--- config.mk ---
export PLATFORM = sky130hd
export DESIGN_NAME = refresh_sched
export DESIGN_NICKNAME = d
export VERILOG_FILES = /design/src/rtl/rfsh_pkg.sv /design/src/rtl/rfsh_interval_timer.sv /design/src/rtl/rfsh_debt_ctr.sv /design/src/rtl/rfsh_guard_cnt.sv /design/src/rtl/refresh_sched.sv
export SDC_FILE = /design/constraint.sdc
export NUM_CORES = 1
export LEC_CHECK = 0
export BUFFER_PORTS_ARGS = -buffer_cell sky130_fd_sc_hd__buf_2
export CORE_UTILIZATION = 61
export DETAILED_ROUTE_END_ITERATION = 10
export PLACE_DENSITY = 0.83
export SLEW_MARGIN = 20
export SYNTH_ARGS = -nofsm -noshare
export SYNTH_HDL_FRONTEND = slang
export SYNTH_SLANG_ARGS = --single-unit
--- constraint.sdc ---
create_clock -name clk -period 5 [get_ports clk]
set_input_delay 1 -clock clk [delete_from_list [all_inputs] [get_ports clk]]
set_output_delay 1 -clock clk [all_outputs]
set_load 0.005 [all_outputs]
--- src/rtl/rfsh_pkg.sv ---
package rfsh_pkg;

    typedef enum logic [0:0] {
        PH_RUN = 1'b0,
        PH_SR  = 1'b1
    } phase_t;

    typedef struct packed {
        logic rf;
        logic pre_all;
        logic sr_go;
        logic sr_leave;
    } sched_dec_t;

    function automatic int unsigned cnt_w(input int unsigned maxv);
        return (maxv < 2) ? 1 : $clog2(maxv + 1);
    endfunction

endpackage

--- src/rtl/rfsh_interval_timer.sv ---
module rfsh_interval_timer #(
    parameter int unsigned REFI_CYC = 1040
) (
    input  logic clk,
    input  logic rst,
    input  logic run,
    output logic tick
);
    localparam int unsigned TW = rfsh_pkg::cnt_w(REFI_CYC - 1);
    localparam logic [TW-1:0] LAST = TW'(REFI_CYC - 1);

    logic [TW-1:0] pos_q;

    assign tick = run && (pos_q == LAST);

    always_ff @(posedge clk) begin
        if (rst) begin
            pos_q <= '0;
        end else if (run) begin
            if (pos_q == LAST) pos_q <= '0;
            else               pos_q <= pos_q + 1'b1;
        end
    end
endmodule

--- src/rtl/rfsh_debt_ctr.sv ---
module rfsh_debt_ctr #(
    parameter int unsigned MAX_DEBT = 8,
    localparam int unsigned DW = rfsh_pkg::cnt_w(MAX_DEBT)
) (
    input  logic          clk,
    input  logic          rst,
    input  logic          inc,
    input  logic          dec,
    input  logic          clr,
    output logic [DW-1:0] debt,
    output logic          full,
    output logic          owed
);
    localparam logic [DW-1:0] FULLV = DW'(MAX_DEBT);

    logic [DW-1:0] debt_q;

    assign debt = debt_q;
    assign full = (debt_q == FULLV);
    assign owed = (debt_q != '0);

    always_ff @(posedge clk) begin
        if (rst || clr) begin
            debt_q <= '0;
        end else begin
            unique case ({inc, dec})
                2'b10:   if (!full) debt_q <= debt_q + 1'b1;
                2'b01:   if (owed)  debt_q <= debt_q - 1'b1;
                default: debt_q <= debt_q;
            endcase
        end
    end
endmodule

--- src/rtl/rfsh_guard_cnt.sv ---
module rfsh_guard_cnt #(
    parameter int unsigned LEN = 10
) (
    input  logic clk,
    input  logic rst,
    input  logic load,
    output logic active
);
    localparam int unsigned GW = rfsh_pkg::cnt_w(LEN);

    logic [GW-1:0] left_q;

    assign active = (left_q != '0);

    always_ff @(posedge clk) begin
        if (rst)         left_q <= '0;
        else if (load)   left_q <= GW'(LEN);
        else if (active) left_q <= left_q - 1'b1;
    end
endmodule

--- src/rtl/refresh_sched.sv ---
module refresh_sched #(
    parameter int unsigned NBANK    = 4,
    parameter int unsigned REFI_CYC = 1040,
    parameter int unsigned RFC_CYC  = 10,
    parameter int unsigned XSNR_CYC = 10,
    parameter int unsigned XSRD_CYC = 200,
    parameter int unsigned MAX_DEBT = 8,
    localparam int unsigned DW = rfsh_pkg::cnt_w(MAX_DEBT)
) (
    input  logic             clk,
    input  logic             rst,
    input  logic             busy_i,
    input  logic [NBANK-1:0] bank_open_i,
    input  logic             sr_req_i,
    input  logic             rf_gnt_i,
    output logic             rf_req_o,
    output logic             pre_all_req_o,
    output logic             urgent_o,
    output logic             cke_o,
    output logic             act_ok_o,
    output logic             rd_ok_o,
    output logic [DW-1:0]    debt_o
);
    import rfsh_pkg::*;

    phase_t     phase_q;
    sched_dec_t dec;
    logic       run, tick, full, owed, any_open;
    logic       rfc_busy, xsnr_busy, xsrd_busy, granted, want_rf, quiet;

    assign run      = (phase_q == PH_RUN);
    assign any_open = |bank_open_i;
    assign quiet    = !rfc_busy && !xsnr_busy;
    assign want_rf  = run && owed && (full || !busy_i);

    always_comb begin
        dec          = '0;
        dec.sr_go    = run && sr_req_i && !any_open && quiet;
        dec.sr_leave = !run && !sr_req_i;
        dec.rf       = want_rf && !any_open && quiet && !dec.sr_go;
        dec.pre_all  = run && (want_rf || sr_req_i) && any_open && quiet;
    end

    assign granted = dec.rf && rf_gnt_i;

    rfsh_interval_timer #(.REFI_CYC(REFI_CYC)) u_timer (
        .clk (clk),
        .rst (rst),
        .run (run),
        .tick(tick)
    );

    rfsh_debt_ctr #(.MAX_DEBT(MAX_DEBT)) u_debt (
        .clk (clk),
        .rst (rst),
        .inc (tick),
        .dec (granted),
        .clr (dec.sr_go || !run),
        .debt(debt_o),
        .full(full),
        .owed(owed)
    );

    rfsh_guard_cnt #(.LEN(RFC_CYC)) u_rfc (
        .clk(clk), .rst(rst), .load(granted), .active(rfc_busy)
    );

    rfsh_guard_cnt #(.LEN(XSNR_CYC)) u_xsnr (
        .clk(clk), .rst(rst), .load(dec.sr_leave), .active(xsnr_busy)
    );

    rfsh_guard_cnt #(.LEN(XSRD_CYC)) u_xsrd (
        .clk(clk), .rst(rst), .load(dec.sr_leave), .active(xsrd_busy)
    );

    always_ff @(posedge clk) begin
        if (rst)               phase_q <= PH_RUN;
        else if (dec.sr_go)    phase_q <= PH_SR;
        else if (dec.sr_leave) phase_q <= PH_RUN;
    end

    assign rf_req_o      = dec.rf;
    assign pre_all_req_o = dec.pre_all;
    assign urgent_o      = run && full;
    assign cke_o         = run;
    assign act_ok_o      = run && !full && !rfc_busy && !xsnr_busy;
    assign rd_ok_o       = run && !full && !rfc_busy && !xsrd_busy;
endmodule

== Word-level counts from Yosys, hierarchy flattened ==
Cells that the tools add are included.

* Bitwise operators: 1
* Add/sub/neg operators: 6
* Eq/ne operators: 6
* Multiplexer cells: 12
* Reductions and logical operators: 45

{| class="wikitable"
|+ Operator list
! cell !! number
|-
| 2-to-1 mux 4 bit || 6
|-
| logical AND 1 bit || 20
|-
| 2-to-1 mux 8 bit || 2
|-
| nonzero test 4 bit || 3
|-
| subtractor 4 x 1 -> 4 bit, second input constant || 3
|-
| adder 11 x 1 -> 11 bit, second input constant || 1
|-
| == test 11 bit, second input constant || 1
|-
| 2-to-1 mux 11 bit || 1
|-
| nonzero test 2 bit || 5
|-
| logical NOT 1 bit || 8
|-
| one-hot mux 4 bit (2 select lines) || 1
|-
| nonzero test 8 bit || 1
|-
| subtractor 8 x 1 -> 8 bit, second input constant || 1
|-
| adder 4 x 1 -> 4 bit, second input constant || 1
|-
| == test 4 bit, second input constant || 1
|-
| logical OR 1 bit || 4
|-
| != test 2 bit, second input constant || 2
|-
| OR reduction 2 bit || 2
|-
| OR reduction 4 bit || 1
|-
| AND reduction 3 bit || 1
|-
| == test 2 x 1 -> 1 bit, second input constant || 1
|-
| == test 2 bit, second input constant || 1
|-
| 2-to-1 mux 1 bit || 2
|-
| NOT 1 bit || 1
|}

* Output and inout port bits: 10
* Bits in registers: 32
* Word-level logic and storage cells: 79

== Longest topological paths before layout ==
Gate-level depths: netlist of the first run.

* Depth in word-level cells: 10
* Depth in mapped cells: 10
* Mapped depth without buffers: 9

== By module ==
From an unflattened synthesis of the first run, not the netlist that was laid out.

* Cells, all modules: 190
* Area total of the unflattened synthesis: 1747.9 um^2

{| class="wikitable"
|+ Modules (own cells, without submodules)
! module !! area each (um^2) !! seq. area each (um^2) !! cells an instance !! instances
|-
| rfsh_interval_timer || 516.7 || 220.2 || 55 || 1
|-
| rfsh_guard_cnt at u_xsrd || 449.2 || 160.2 || 46 || 1
|-
| rfsh_guard_cnt at u_rfc ... || 166.4 || 80.1 || 18 || 2
|-
| rfsh_debt_ctr || 294.0 || 80.1 || 34 || 1
|-
| refresh_sched || 155.1 || 20.0 || 19 || 1
|}

== Least setup slack after synthesis of the first run ==
Ideal clock, no wire load.

* Kind: input-to-output
* Start point: input port bank_open_i[1]
* End point: output port rf_req_o
* Stages: 3
* Data arrival time: 1.753 ns
* Setup slack: 2.247 ns
* Path through: nor4_2 > nand3_1 > nor4_1

* Cells in the longest elaborated chain, start to end: 6

{| class="wikitable"
|+ RTL lines
! item !! line !! text
|-
| from (decl) || refresh_sched.sv:13 || <nowiki>input logic [NBANK-1:0] bank_open_i,</nowiki>
|-
| OR reduction 4 bit * || refresh_sched.sv:32 || <nowiki>assign any_open = |bank_open_i;</nowiki>
|-
| logical NOT 1 bit * || refresh_sched.sv:38, refresh_sched.sv:40 ||
|-
| logical AND 1 bit (2 in a row) || refresh_sched.sv:38 || <nowiki>dec.sr_go = run && sr_req_i && !any_open && quiet;</nowiki>
|-
| logical NOT 1 bit || refresh_sched.sv:40 || <nowiki>dec.rf = want_rf && !any_open && quiet && !dec.sr_go;</nowiki>
|-
| logical AND 1 bit * || refresh_sched.sv:40 ||
|-
| to (decl) || refresh_sched.sv:16 || <nowiki>output logic rf_req_o,</nowiki>
|}

Mark *: on every way between the ends. The rest lies on a longest branch, timed or not.

== Final worst setup path of the first run ==
* Start point: register u_xsrd.left_q[0]
* End point: output port rd_ok_o

* Cells in the longest elaborated chain, start to end: 3

{| class="wikitable"
|+ RTL lines
! item !! line !! text
|-
| from (decl) || rfsh_guard_cnt.sv:11 || <nowiki>logic [GW-1:0] left_q;</nowiki>
|-
| from (signal assigned) || rfsh_guard_cnt.sv:17 || <nowiki>else if (load) left_q <= GW'(LEN);</nowiki>
|-
| from (signal assigned) || rfsh_guard_cnt.sv:18 || <nowiki>else if (active) left_q <= left_q - 1'b1;</nowiki>
|-
| nonzero test 8 bit || rfsh_guard_cnt.sv:13 || <nowiki>assign active = (left_q != '0);</nowiki>
|-
| logical NOT 1 bit || refresh_sched.sv:87 || <nowiki>assign rd_ok_o = run && !full && !rfc_busy && !xsrd_busy;</nowiki>
|-
| logical AND 1 bit || refresh_sched.sv:87 ||
|-
| to (decl) || refresh_sched.sv:21 || <nowiki>output logic rd_ok_o,</nowiki>
|}

Every way passes these cells.

==> results of run 1 <==
==> cells in the final DEF, fill, tap and decap left out, types with 3 or more instances in the layout <==
cell type and instances:
sky130_fd_sc_hd__mux2i_1 5, sky130_fd_sc_hd__nor3_1 10, sky130_fd_sc_hd__xnor2_1 10, sky130_fd_sc_hd__xor2_1 7, sky130_fd_sc_hd__buf_2 18, sky130_fd_sc_hd__o31ai_1 3
sky130_fd_sc_hd__nand2_1 9, sky130_fd_sc_hd__inv_1 5, sky130_fd_sc_hd__and3_1 7, sky130_fd_sc_hd__clkbuf_4 5, sky130_fd_sc_hd__a21oi_1 13, sky130_fd_sc_hd__o21ai_0 4
sky130_fd_sc_hd__ha_1 3, sky130_fd_sc_hd__dfxtp_1 32, sky130_fd_sc_hd__nor4_1 3, sky130_fd_sc_hd__nand2b_1 3, sky130_fd_sc_hd__nor2_1 24, sky130_fd_sc_hd__nand3_1 5
==> worst max path at each step <==
stage / from / end / slack (ns)
2_1_floorplan: bank_open_i[1] / rf_req_o / 2.25
3_3_place_gp: bank_open_i[1] / rf_req_o / 1.99
3_5_place_dp: bank_open_i[1] / u_debt.debt[2]$_SDFFE_PP0P_ / 1.87
4_1_cts: u_xsrd.left_q[0]$_SDFFE_PP0P_ / rd_ok_o / 1.70
5_1_grt: u_xsrd.left_q[0]$_SDFFE_PP0P_ / rd_ok_o / 1.60
6_report: u_xsrd.left_q[0]$_SDFFE_PP0P_ / rd_ok_o / 1.72
==> worst max-delay path, cell delays in order (launching register included) <==
cell and delay [ns]:
sky130_fd_sc_hd__dfxtp_1 0.34, sky130_fd_sc_hd__inv_1 0.08, sky130_fd_sc_hd__ha_1 0.18, sky130_fd_sc_hd__or3b_4 0.40, sky130_fd_sc_hd__or4b_1 0.62, sky130_fd_sc_hd__nor3_1 0.18
sky130_fd_sc_hd__buf_2 0.14
==> power by group <==
| group | internal [uW] | switching [uW] | total [uW] |
|---|---|---|---|
| clock | 69.3 | 83.6 | 153 |
| combinational | 108 | 111 | 219 |
| sequential | 289 | 35.4 | 324 |
| total | 466 | 230 | 696 |
==> layout make-up <==
cell class,count,area (sq um),area share (%)
inverter,5,18.8,1.08
tap,30,37.5,2.17
sequential,32,641,37.0
clock buffer,8,58.8,3.39
multi-input combinational,133,887,51.2
timing repair buffer,18,90.1,5.20
==> flip-flops by register name, indices dropped and copies added, names as in the netlist <==
register	count
u_rfc.left_q	4
u_timer.pos_q	11
u_xsnr.left_q	4
u_xsrd.left_q	8
u_debt.debt	4
phase_q	1
==> layer usage <==
| metal | global-route usage (%) | part of all wire [%] | routed length, um | vias to the layer above |
|---|---|---|---|---|
| li1 | - | - | - | 660 |
| met1 | 28.1 | 44 | 1360 | 632 |
| met2 | 45.1 | 51 | 1570 | 25 |
| met3 | 8.91 | 3.6 | 112 | 6 |
| met4 | 8.77 | 1.3 | 40 | 0 |
| met5 | 0 | 0 | 0 | - |
==> through the flow <==
stage | worst slack [ns] | std cells | area [sq um]
2_1_floorplan | 2.25 | 177 | 1580
5_1_grt | 1.60 | 226 | 1730
3_5_place_dp | 1.87 | 218 | 1670
3_3_place_gp | 1.99 | 218 | 1670
6_report | 1.72 | 226 | 1730
4_1_cts | 1.70 | 226 | 1730
==> cell usage after synthesis <==
master	count
sky130_fd_sc_hd__dfxtp_1	32
sky130_fd_sc_hd__nor2_1	24
sky130_fd_sc_hd__a21oi_1	13
sky130_fd_sc_hd__nor3_1	10
sky130_fd_sc_hd__xnor2_1	10
sky130_fd_sc_hd__nand2_1	9
sky130_fd_sc_hd__and3_1	7
sky130_fd_sc_hd__xor2_1	7
sky130_fd_sc_hd__inv_1	5
sky130_fd_sc_hd__mux2i_1	5
sky130_fd_sc_hd__nand3_1	5
sky130_fd_sc_hd__buf_2	4
sky130_fd_sc_hd__o21ai_0	4
sky130_fd_sc_hd__clkbuf_1	3
sky130_fd_sc_hd__ha_1	3
sky130_fd_sc_hd__nand2b_1	3
sky130_fd_sc_hd__nor4_1	3
sky130_fd_sc_hd__o31ai_1	3
sky130_fd_sc_hd__a211oi_1	2
sky130_fd_sc_hd__and2_1	2
sky130_fd_sc_hd__and4b_1	2
sky130_fd_sc_hd__nand4_1	2
sky130_fd_sc_hd__nor2b_1	2
sky130_fd_sc_hd__nor4_4	2
sky130_fd_sc_hd__a2111oi_2	1
sky130_fd_sc_hd__and4_1	1
sky130_fd_sc_hd__nand4b_1	1
sky130_fd_sc_hd__nor3_2	1
sky130_fd_sc_hd__nor3b_1	1
sky130_fd_sc_hd__nor4_2	1
sky130_fd_sc_hd__nor4b_1	1
sky130_fd_sc_hd__o2111ai_1	1
sky130_fd_sc_hd__o21a_1	1
sky130_fd_sc_hd__o41ai_2	1
sky130_fd_sc_hd__or2_0	1
sky130_fd_sc_hd__or2_2	1
sky130_fd_sc_hd__or3b_4	1
sky130_fd_sc_hd__or4b_1	1
sky130_fd_sc_hd__or4b_2	1
==> kinds of logic after synthesis <==
group           after synthesis  share of synthesized area, %
xor+xnor                     17                          9.44
simple gates                 82                          30.5
buf+inv                      12                          3.17
compound gates               26                          10.8
fa+ha+maj                     3                          2.38
mux                           5                          3.17
flops                        32                          40.6
==> impl_summary.md, run 1 <==
Routing
Wires add up to 3080 um. After detailed routing, the average wire length per cell comes to 13.6 um. After the first detailed-routing iteration, the DRC count stood at 16. Across all layers, the routed design uses 1323 vias. Dividing the detail-routed via count by the number of cells gives 5.85.

For this run, the detailed router's first-pass iteration total came to 4. After detailed routing, the number of remaining DRC violations is 0. The count of antenna-violating nets left after detailed routing is 0.

Global route
Global routing used 25.6% of the available tracks across all layers. The number of global-route vias before repair came to 1195. The initial antenna violation count is 0.

Entering global routing, the biggest net connects 18 pins. The global-route wire length before repair is 5080 um. The residual overflow from global routing is 0.

Flow run
The count of maximum capacitance violations is 0.

Synth
sky130_fd_sc_hd__dfxtp_1 takes more of the synthesized area than any other cell. The fraction of post-synthesis cell area in the top cell type by area is 40.6%. The share of the Yosys chip area taken by registers is 40.6%.

Synthesis produced a netlist whose cell count is 177. In this run, distinct cell masters in the synthesized netlist total 39. The net count of the mapped netlist is 189.

By area the synthesized netlist is led by sky130_fd_sc_hd__dfxtp_1, sky130_fd_sc_hd__nor2_1, sky130_fd_sc_hd__xnor2_1. Averaged over all synthesized cells, the footprint is 8.91 sq um. The count of warnings emitted by yosys is 0. The number of synthesized register bits is 32. The mapped netlist covers 1580 sq um.

STA
The post-route setup TNS is 0 ns. The highest clock rate is 0.305 GHz. The number of hold violations in the final report is 0. The number of endpoints failing setup at the final stage is 0.

Across the routed clock network, the largest skew measured is 0.00105 ns. The time the final worst path needs with I/O delays and setup is 3.28 ns. For the pin with the worst max-slew slack, the measured transition is 0.490 ns. On the final layout, the worst hold slack is 0.493 ns. Setup repair after global routing left no endpoint under its margin. After layout, the worst path uses 65.6% of the clock period. The final-report max-slew violation count is 0. The worst pin sits at a relative slew slack of 67.2%.

Place
The final weighted congestion in routability-driven placement is 0.806. The count of buffers added on input and output ports is 18. The HPWL after detailed placement is 2250 um.

Cells and area
Once layout is complete, the utilization of the core stands at 70.6%. 0 antenna diodes ended up in the layout. The number of fill cells in the layout is 195. Compared with the post-synthesis result, the final layout area differs by 9.83%.

In the final layout, the share of cells above drive strength 1 is 16.8%. After the last flow step, the layout net total stands at 207.

Clock network
The deepest level of the CTS H-tree is 2. Hold repair after CTS inserted 0 buffers. The number of cells upsized or downsized after cts is 0. The clock sink count is 32.

The number of buffers on the longest clock path is 2. The clock transition at the registers of the reported paths is 0.09 ns. The root buffer cell is sky130_fd_sc_hd__clkbuf_4.

The post-CTS setup-driven buffer insertion count is 0. Clock latency on the worst-skew pair, taken at its later pin, is 0.33 ns. The clock buffer count from CTS is 5.

The clock tree from TritonCTS is done.

Die
The top-level port count is 19. Measured along the x axis, the die boundary spans 52.9 um. The floorplan has 18 rows. The total die area is 2790 sq um.

The total core area is 2450 sq um. Once the floorplan was initialized, standard cells occupied 64.3% of the core. From bottom edge to top edge, the die measures 52.9 um.

Critical path
The worst endpoint required time is 4.00 ns. In this run the worst path has a maximum fanout of 6. The startpoint-to-endpoint class of the critical path is reg2out. The sort of element at the start of the critical path is a flip-flop. STA classifies the critical path endpoint as a primary output.

The endpoint identified for the worst register-to-register timing path is u_debt.debt[2]$_SDFFE_PP0P_. The beginning of the worst register-to-register path is phase_q$_SDFFE_PP0P_. The number of cells on the worst reg-to-reg path is 7.

The register-to-register path setup slack is 2.57 ns. The data arrival time of the critical path is 2.28 ns.

Pwr
The maximum vdd drop is 0.348 mV. The power per cell area is 402 nW/um^2. The overall power consumption is 696 uW. The leakage power summed over all cells is 0.000748 uW.

Run status
The flow ran to the end, and the final reports show no timing, DRC or antenna violations.

Worst hold path
In this run the most critical hold path is launched from u_xsrd.left_q[7]$_SDFFE_PP0P_. The min-delay analysis places its worst path in the category reg2reg. The worst hold path passes through 2 cells.

The worst hold path endpoint is u_xsrd.left_q[6]$_SDFFE_PP0P_.
Note: power is estimated with default switching activity, not from simulation.
==> run 2, diff against run 1 <==
--- a/config.mk
+++ b/config.mk
@@ -6,9 +6,9 @@
 export NUM_CORES = 1
 export LEC_CHECK = 0
 export BUFFER_PORTS_ARGS = -buffer_cell sky130_fd_sc_hd__buf_2
-export CORE_UTILIZATION = 61
+export CORE_UTILIZATION = 56
 export DETAILED_ROUTE_END_ITERATION = 10
-export PLACE_DENSITY = 0.83
+export PLACE_DENSITY = 0.77
 export SLEW_MARGIN = 20
 export SYNTH_ARGS = -nofsm -noshare
 export SYNTH_HDL_FRONTEND = slang
==> constraint.sdc (replaced) <==
create_clock -name clk -period 3.2 [get_ports clk]
set_input_delay 0.64 -clock clk [delete_from_list [all_inputs] [get_ports clk]]
set_output_delay 0.64 -clock clk [all_outputs]
set_load 0.005 [all_outputs]
==> impl_summary.md, run 2 (synthesis gave the netlist of run 1 again) <==
Cells and area
The non-filler instance count after layout is 227. The multi-input combinational cells in the finished layout cover a total of 887 sq um. The area growth from synthesis to layout is 10.5%. The filler cells instantiated in the layout total 207. The sequential cells in the finished layout cover a total of 641 sq um. The repair_antennas step left the layout with diodes totalling 0. The register bank with the most flops is u_timer.pos_q.

The most common library cell in the layout ignoring fill and taps is sky130_fd_sc_hd__dfxtp_1. The flip-flop count of the largest register after layout is 11. Cells with a size suffix above 1 make up 18.3% of the layout. In the final layout, the registers with the most flip-flops are u_timer.pos_q (11), u_xsrd.left_q (8). The number of nets in the layout is 208. The library cells used most frequently in the layout, excluding fill and tap cells, are sky130_fd_sc_hd__dfxtp_1, sky130_fd_sc_hd__nor2_1, sky130_fd_sc_hd__buf_2.

Place
Port buffering added 18 buffers. Including well taps, the total number of placed cells is 219. OpenSTA, run right after detailed placement, puts the worst setup slack at 0.492 ns. The final weighted congestion in routability-driven placement is 0.729. The final HPWL from detailed placement is 2160 um.

Global route
The initial antenna violation count is 0. The number of global-route vias before repair came to 1101. The global-route wire length before repair is 4830 um. Summed over all layers, the global routing overflow is 0. The total track usage is 23.0%.

Entering global routing, the biggest net connects 18 pins.

Clock network
Buffers added to address setup during post-CTS repair amount to 0. The clock tree synthesis step divided the H-tree into 2 levels. Clock latency on the worst-skew pair, taken at its later pin, is 0.34 ns.

The clock transition at the registers of the reported paths is 0.11 ns. Post-CTS repair changed the size of 0 cells. For this design, the sink count on the clock tree is 32. TritonCTS built the clock tree. Counting the buffers created by CTS gives 5. The tree is rooted in a sky130_fd_sc_hd__clkbuf_4. The post-cts hold buffer count is 0. The clock passes through at most 2 buffers.

Routing
The number of DRC violations after detailed routing is 0. The via count of the routed design is 1287. The count of antenna-violating nets left after detailed routing is 0. Dividing the detail-routed wire length by the instance count gives 13.4 um. Dividing the detail-routed via count by the number of cells gives 5.67. The pre-antenna-repair detailed-routing pass consisted of 4 iterations. The final wirelength is 3050 um. In this run, the number of DRC markers left after iteration 0 of detailed routing was 24.

Die
The die is 55.1 um tall. The total area inside the core boundary comes to 2570 sq um. The floorplan step set the die width to 55.1 um. The number of rows created at floorplan is 18. For this configuration, the core starts out at a cell density of 61.5%. The total die area is 3030 sq um. The top-level port count is 19.

STA
The share of the clock period used by the worst path is 91.3%. After routing, the total negative slack on setup checks comes to 0 ns. Setup repair after global routing left no endpoint under its margin. At the pin with the least slew margin, the transition time is 0.575 ns. The number of endpoints failing setup at the final stage is 0. The least setup slack across all paths after layout is 0.278 ns.

The highest clock rate is 0.342 GHz. The number of hold violations in the final report is 0. The final-report max-slew violation count is 0. The worst slew margin relative to its limit is 61.5%. After layout, the minimum clock period comes to 2.92 ns.

For the final database, setup skew stands at 0.0117 ns.

Critical path
STA classifies the critical path endpoint as a primary output. The largest stage delay on the critical path is 0.62 ns. The startpoint-to-endpoint class of the critical path is reg2out. The slowest stage of the critical path is the sky130_fd_sc_hd__or4b_1 cell.

At the worst endpoint, the required time is 2.56 ns. The worst setup path is launched from a flip-flop. The critical path goes through inv_1 -> ha_1 -> or3b_4 -> or4b_1 -> nor3_1 -> buf_2. Along the worst path, the maximum fanout reaches 6. The setup check on the worst reg-to-reg path leaves a slack of 0.77 ns. STA puts the critical path data arrival time at 2.28 ns.

Worst hold path
The min-delay analysis places its worst path in the category reg2reg.

Pwr
The maximum vdd drop is 0.611 mV. The leakage power summed over all cells is 0.000759 uW. The power per cell area is 627 nW/um^2. The completed layout was analyzed and its total power is 1090 uW.

Flow run
Max-cap violations in this run came to 0.

Run status
The flow ran to the end, and the final reports show no timing, DRC or antenna violations.
[run 2: cell count changes in the layout (fill, tap and decap cells not counted)]
cell                       change
sky130_fd_sc_hd__clkbuf_1      -2
sky130_fd_sc_hd__buf_4         +1
sky130_fd_sc_hd__clkinv_2      +2
[run 2: final timing paths]
| path | from | to | cells after the start |
|---|---|---|---|
| max | u_xsrd.left_q[0]$_SDFFE_PP0P_ | rd_ok_o | 6 |
| min | u_xsrd.left_q[7]$_SDFFE_PP0P_ | u_xsrd.left_q[6]$_SDFFE_PP0P_ | 2 |
| max reg2reg | u_timer.pos_q[0]$_SDFFE_PP0N_ | u_debt.debt[2]$_SDFFE_PP0P_ | 8 |
| min reg2reg | u_xsrd.left_q[7]$_SDFFE_PP0P_ | u_xsrd.left_q[6]$_SDFFE_PP0P_ | 2 |
[run 2: routing by layer]
metal  part of all wire [%]  track usage [%]  vias to the layer above
met4                    2.7             10.8                        0
li1                       -                -                      665
met1                     49             29.1                      580
met2                     45             35.1                       32
met5                      0                0                        -
met3                    3.8             7.38                       10
[run 2: final cells by class]
class	instances	share of cell area (%)
inverter	5	1.08
timing repair buffer	19	5.60
tap	30	2.15
clock inverter	2	0.574
multi-input combinational	133	50.9
clock buffer	6	2.94
sequential	32	36.8
[run 2: critical path, delay by kind of cell, from the launching register on]
kind,cells,cell delay [ns]
and+or+nand+nor,3,1.21
DFF,1,0.35
adders and majority gates,1,0.18
buffers and inverters,2,0.22
[run 2: where the power goes]
group | switching, uW | internal (uW)
Sequential | 53.7 | 452
Combinational | 173 | 169
Clock | 141 | 104
[run 2: through the flow]
stage | area [sq um] | util [%] | hold slack (ns)
after floorplan | 1580 | - | 0.457
after global placement | 1680 | 65.5 | 0.468
after detailed placement | 1680 | 65.5 | 0.476
after CTS | 1740 | 67.9 | 0.477
after global routing | 1740 | 67.9 | 0.523
final | 1740 | 67.9 | 0.477
==> run 3, diff against run 2 <==
--- a/config.mk
+++ b/config.mk
@@ -6,9 +6,10 @@
 export NUM_CORES = 1
 export LEC_CHECK = 0
 export BUFFER_PORTS_ARGS = -buffer_cell sky130_fd_sc_hd__buf_2
-export CORE_UTILIZATION = 56
+export CORE_UTILIZATION = 61
 export DETAILED_ROUTE_END_ITERATION = 10
-export PLACE_DENSITY = 0.77
+export HOLD_SLACK_MARGIN = 0.02
+export PLACE_DENSITY = 0.83
 export SLEW_MARGIN = 20
 export SYNTH_ARGS = -nofsm -noshare
 export SYNTH_HDL_FRONTEND = slang
==> constraint.sdc (replaced) <==
create_clock -name clk -period 3.4 [get_ports clk]
set_input_delay 0.68 -clock clk [delete_from_list [all_inputs] [get_ports clk]]
set_output_delay 0.68 -clock clk [all_outputs]
set_load 0.005 [all_outputs]
==> impl_summary.md, run 3 (synthesis gave the netlist of run 1 again) <==
Run status
The flow ran to the end, and the final reports show no timing, DRC or antenna violations.

Worst hold path
The worst hold path passes through 2 cells. The classification of the worst-slack hold path is reg2reg.

Clock network
TritonCTS built the clock tree. The post-CTS setup-driven buffer insertion count is 0. The number of buffers on the longest clock path is 2. Clock-pin slew was measured on the worst setup and hold paths at 0.10 ns. For this design, the sink count on the clock tree is 32. Once the clock tree was built, the resizer swapped 0 gates to a different size. The clock buffer count from CTS is 5. The root buffer cell chosen for the clock tree is sky130_fd_sc_hd__clkbuf_4. In this run the number of H-tree levels came out at 2. Buffers inserted to repair hold after CTS numbered 0. The worst-skew pair later-pin latency is 0.34 ns.

Critical path
Data on the critical path is required at its endpoint by 2.72 ns. The sort of element at the start of the critical path is a flip-flop. For the worst flop-to-flop path, the logic depth is 7. The worst setup path is captured at a primary output. Of all nets on the critical path, the largest fanout is 6.

The critical path is of the reg2out type. For the worst setup path, the data arrival time is 2.30 ns.

Cells and area
At the end of the flow, the number of nets in the layout was 207. In the final layout, the registers with the most flip-flops are u_timer.pos_q (11), u_xsrd.left_q (8). The most common library cell in the layout ignoring fill and taps is sky130_fd_sc_hd__dfxtp_1. The relative area change from synthesis to final layout is 10.2%.

The top cell types in the final layout, fill and taps aside, are sky130_fd_sc_hd__dfxtp_1, sky130_fd_sc_hd__nor2_1, sky130_fd_sc_hd__buf_2. The area occupied by registers is 641 sq um. The register bank with the most flops is u_timer.pos_q. The filler cells instantiated in the layout total 193. The post-route netlist has 17.4% of its cells at a drive strength greater than 1. The flip-flop count of the largest register after layout is 11. The diode insertion count for antenna repair is 0.

The combined area of the multi-input logic cells is 887 sq um. Leaving out filler cells and counting taps, the final layout contains 225.

Die
The floorplan step defined a die boundary enclosing 2790 sq um. The number of rows created at floorplan is 18. The die span in y is 52.9 um.

For this configuration, the core starts out at a cell density of 64.3%. After floorplanning, the core was sized to cover 2450 sq um. The top-level port count is 19.

The floorplan step set the die width to 52.9 um.

STA
Timing would allow up to 0.336 GHz. The setup clock skew after layout is 0.00801 ns. The transition time at the pin with the least slew margin is 0.550 ns. The final-report max-slew violation count is 0. In this run the tightest slew margin relative to its limit is 63.2%.

The time the final worst path needs with I/O delays and setup is 2.98 ns. The number of endpoints failing setup at the final stage is 0. The share of the clock period used by the worst path is 87.7%.

Setup repair after global routing left no endpoint under its margin. The number of hold violations in the final report was 0. The worst hold margin is 0.506 ns. The post-route setup TNS is 0 ns. The least setup slack across all paths after layout is 0.420 ns.

Routing
The final wirelength is 3110 um. In the final routed layout, each cell accounts on average for 13.8 um. The via count of the routed design is 1367. For this block, the initial DRC count from the detailed router was 24. The count of nets left with antenna violations once routing finished came out at 0. The first-pass iteration count of the detailed router is 4.

For this run, design rule violations remaining after detail routing come to 0. The post-detailed-route via-to-cell ratio is 6.08.

Pwr
The leakage power summed over all cells is 0.000753 uW. The power per cell area is 603 nW/um^2. IR analysis of the VDD net gives a maximum drop of 0.519 mV.

Global route
After global routing the overflow that remains totals 0. The initial antenna violation count is 0. Global routing consumed, over all layers together, 25.4% of the routing resources. The maximum number of pins on one net before global-route repair is 18. The global-route wire length before repair is 5050 um. The number of global-route vias before repair is 1224.

Flow run
Max-cap violations in this run came to 0.

Place
Routability-driven placement finished with a final weighted congestion of 0.799. The number of cells after detailed placement is 218. The wire-length estimate of the detail-placed layout is 2330 um. The placement-stage worst setup slack is 0.672 ns. Port buffering added 18 buffers.
-- run 3: worst paths after layout --
| check | to | startpoint | slack [ns] |
|---|---|---|---|
| worst min-delay path | u_xsrd.left_q[6]$_SDFFE_PP0P_ | u_xsrd.left_q[7]$_SDFFE_PP0P_ | 0.51 |
| worst max register to register | u_debt.debt[2]$_SDFFE_PP0P_ | phase_q$_SDFFE_PP0P_ | 0.96 |
| worst min register to register | u_xsrd.left_q[6]$_SDFFE_PP0P_ | u_xsrd.left_q[7]$_SDFFE_PP0P_ | 0.51 |
| worst max-delay path | rd_ok_o | u_xsrd.left_q[0]$_SDFFE_PP0P_ | 0.42 |
-- run 3: cell type report --
cell class                 count  share of cell area, %
inverter                       5                   1.08
sequential                    32                   36.8
clock buffer                   7                   3.74
multi-input combinational    133                   51.0
timing repair buffer          18                   5.18
tap                           30                   2.16
-- run 3: metal layers --
layer,vias up,GRT usage [%],share of wire (%)
met3,9,9.48,6.2
met4,0,10.5,2.2
li1,664,-,-
met1,648,28.9,43
met2,46,42.4,48
met5,-,0,0
-- run 3: power by group --
part / total (uW) / internal (uW) / switching [uW]
Clock: 243 / 117 / 126
Sequential: 476 / 425 / 51.1
Combinational: 328 / 159 / 170
-- run 3: per-stage QoR --
stage / instance area, sq um / utilization [%] / power (uW)
6_report: 1740 / 70.8 / 1050
5_1_grt: 1740 / 70.8 / 1110
4_1_cts: 1740 / 70.8 / 1050
3_5_place_dp: 1670 / 68.2 / 812
3_3_place_gp: 1670 / 68.2 / 785
2_1_floorplan: 1580 / - / 739
-- run 3: worst max-delay path, stage by stage (launching register included) --
cell and delay, ns:
sky130_fd_sc_hd__dfxtp_1 0.34, sky130_fd_sc_hd__inv_1 0.08, sky130_fd_sc_hd__ha_1 0.18, sky130_fd_sc_hd__or3b_4 0.40
sky130_fd_sc_hd__or4b_1 0.63, sky130_fd_sc_hd__nor3_1 0.20, sky130_fd_sc_hd__buf_2 0.15
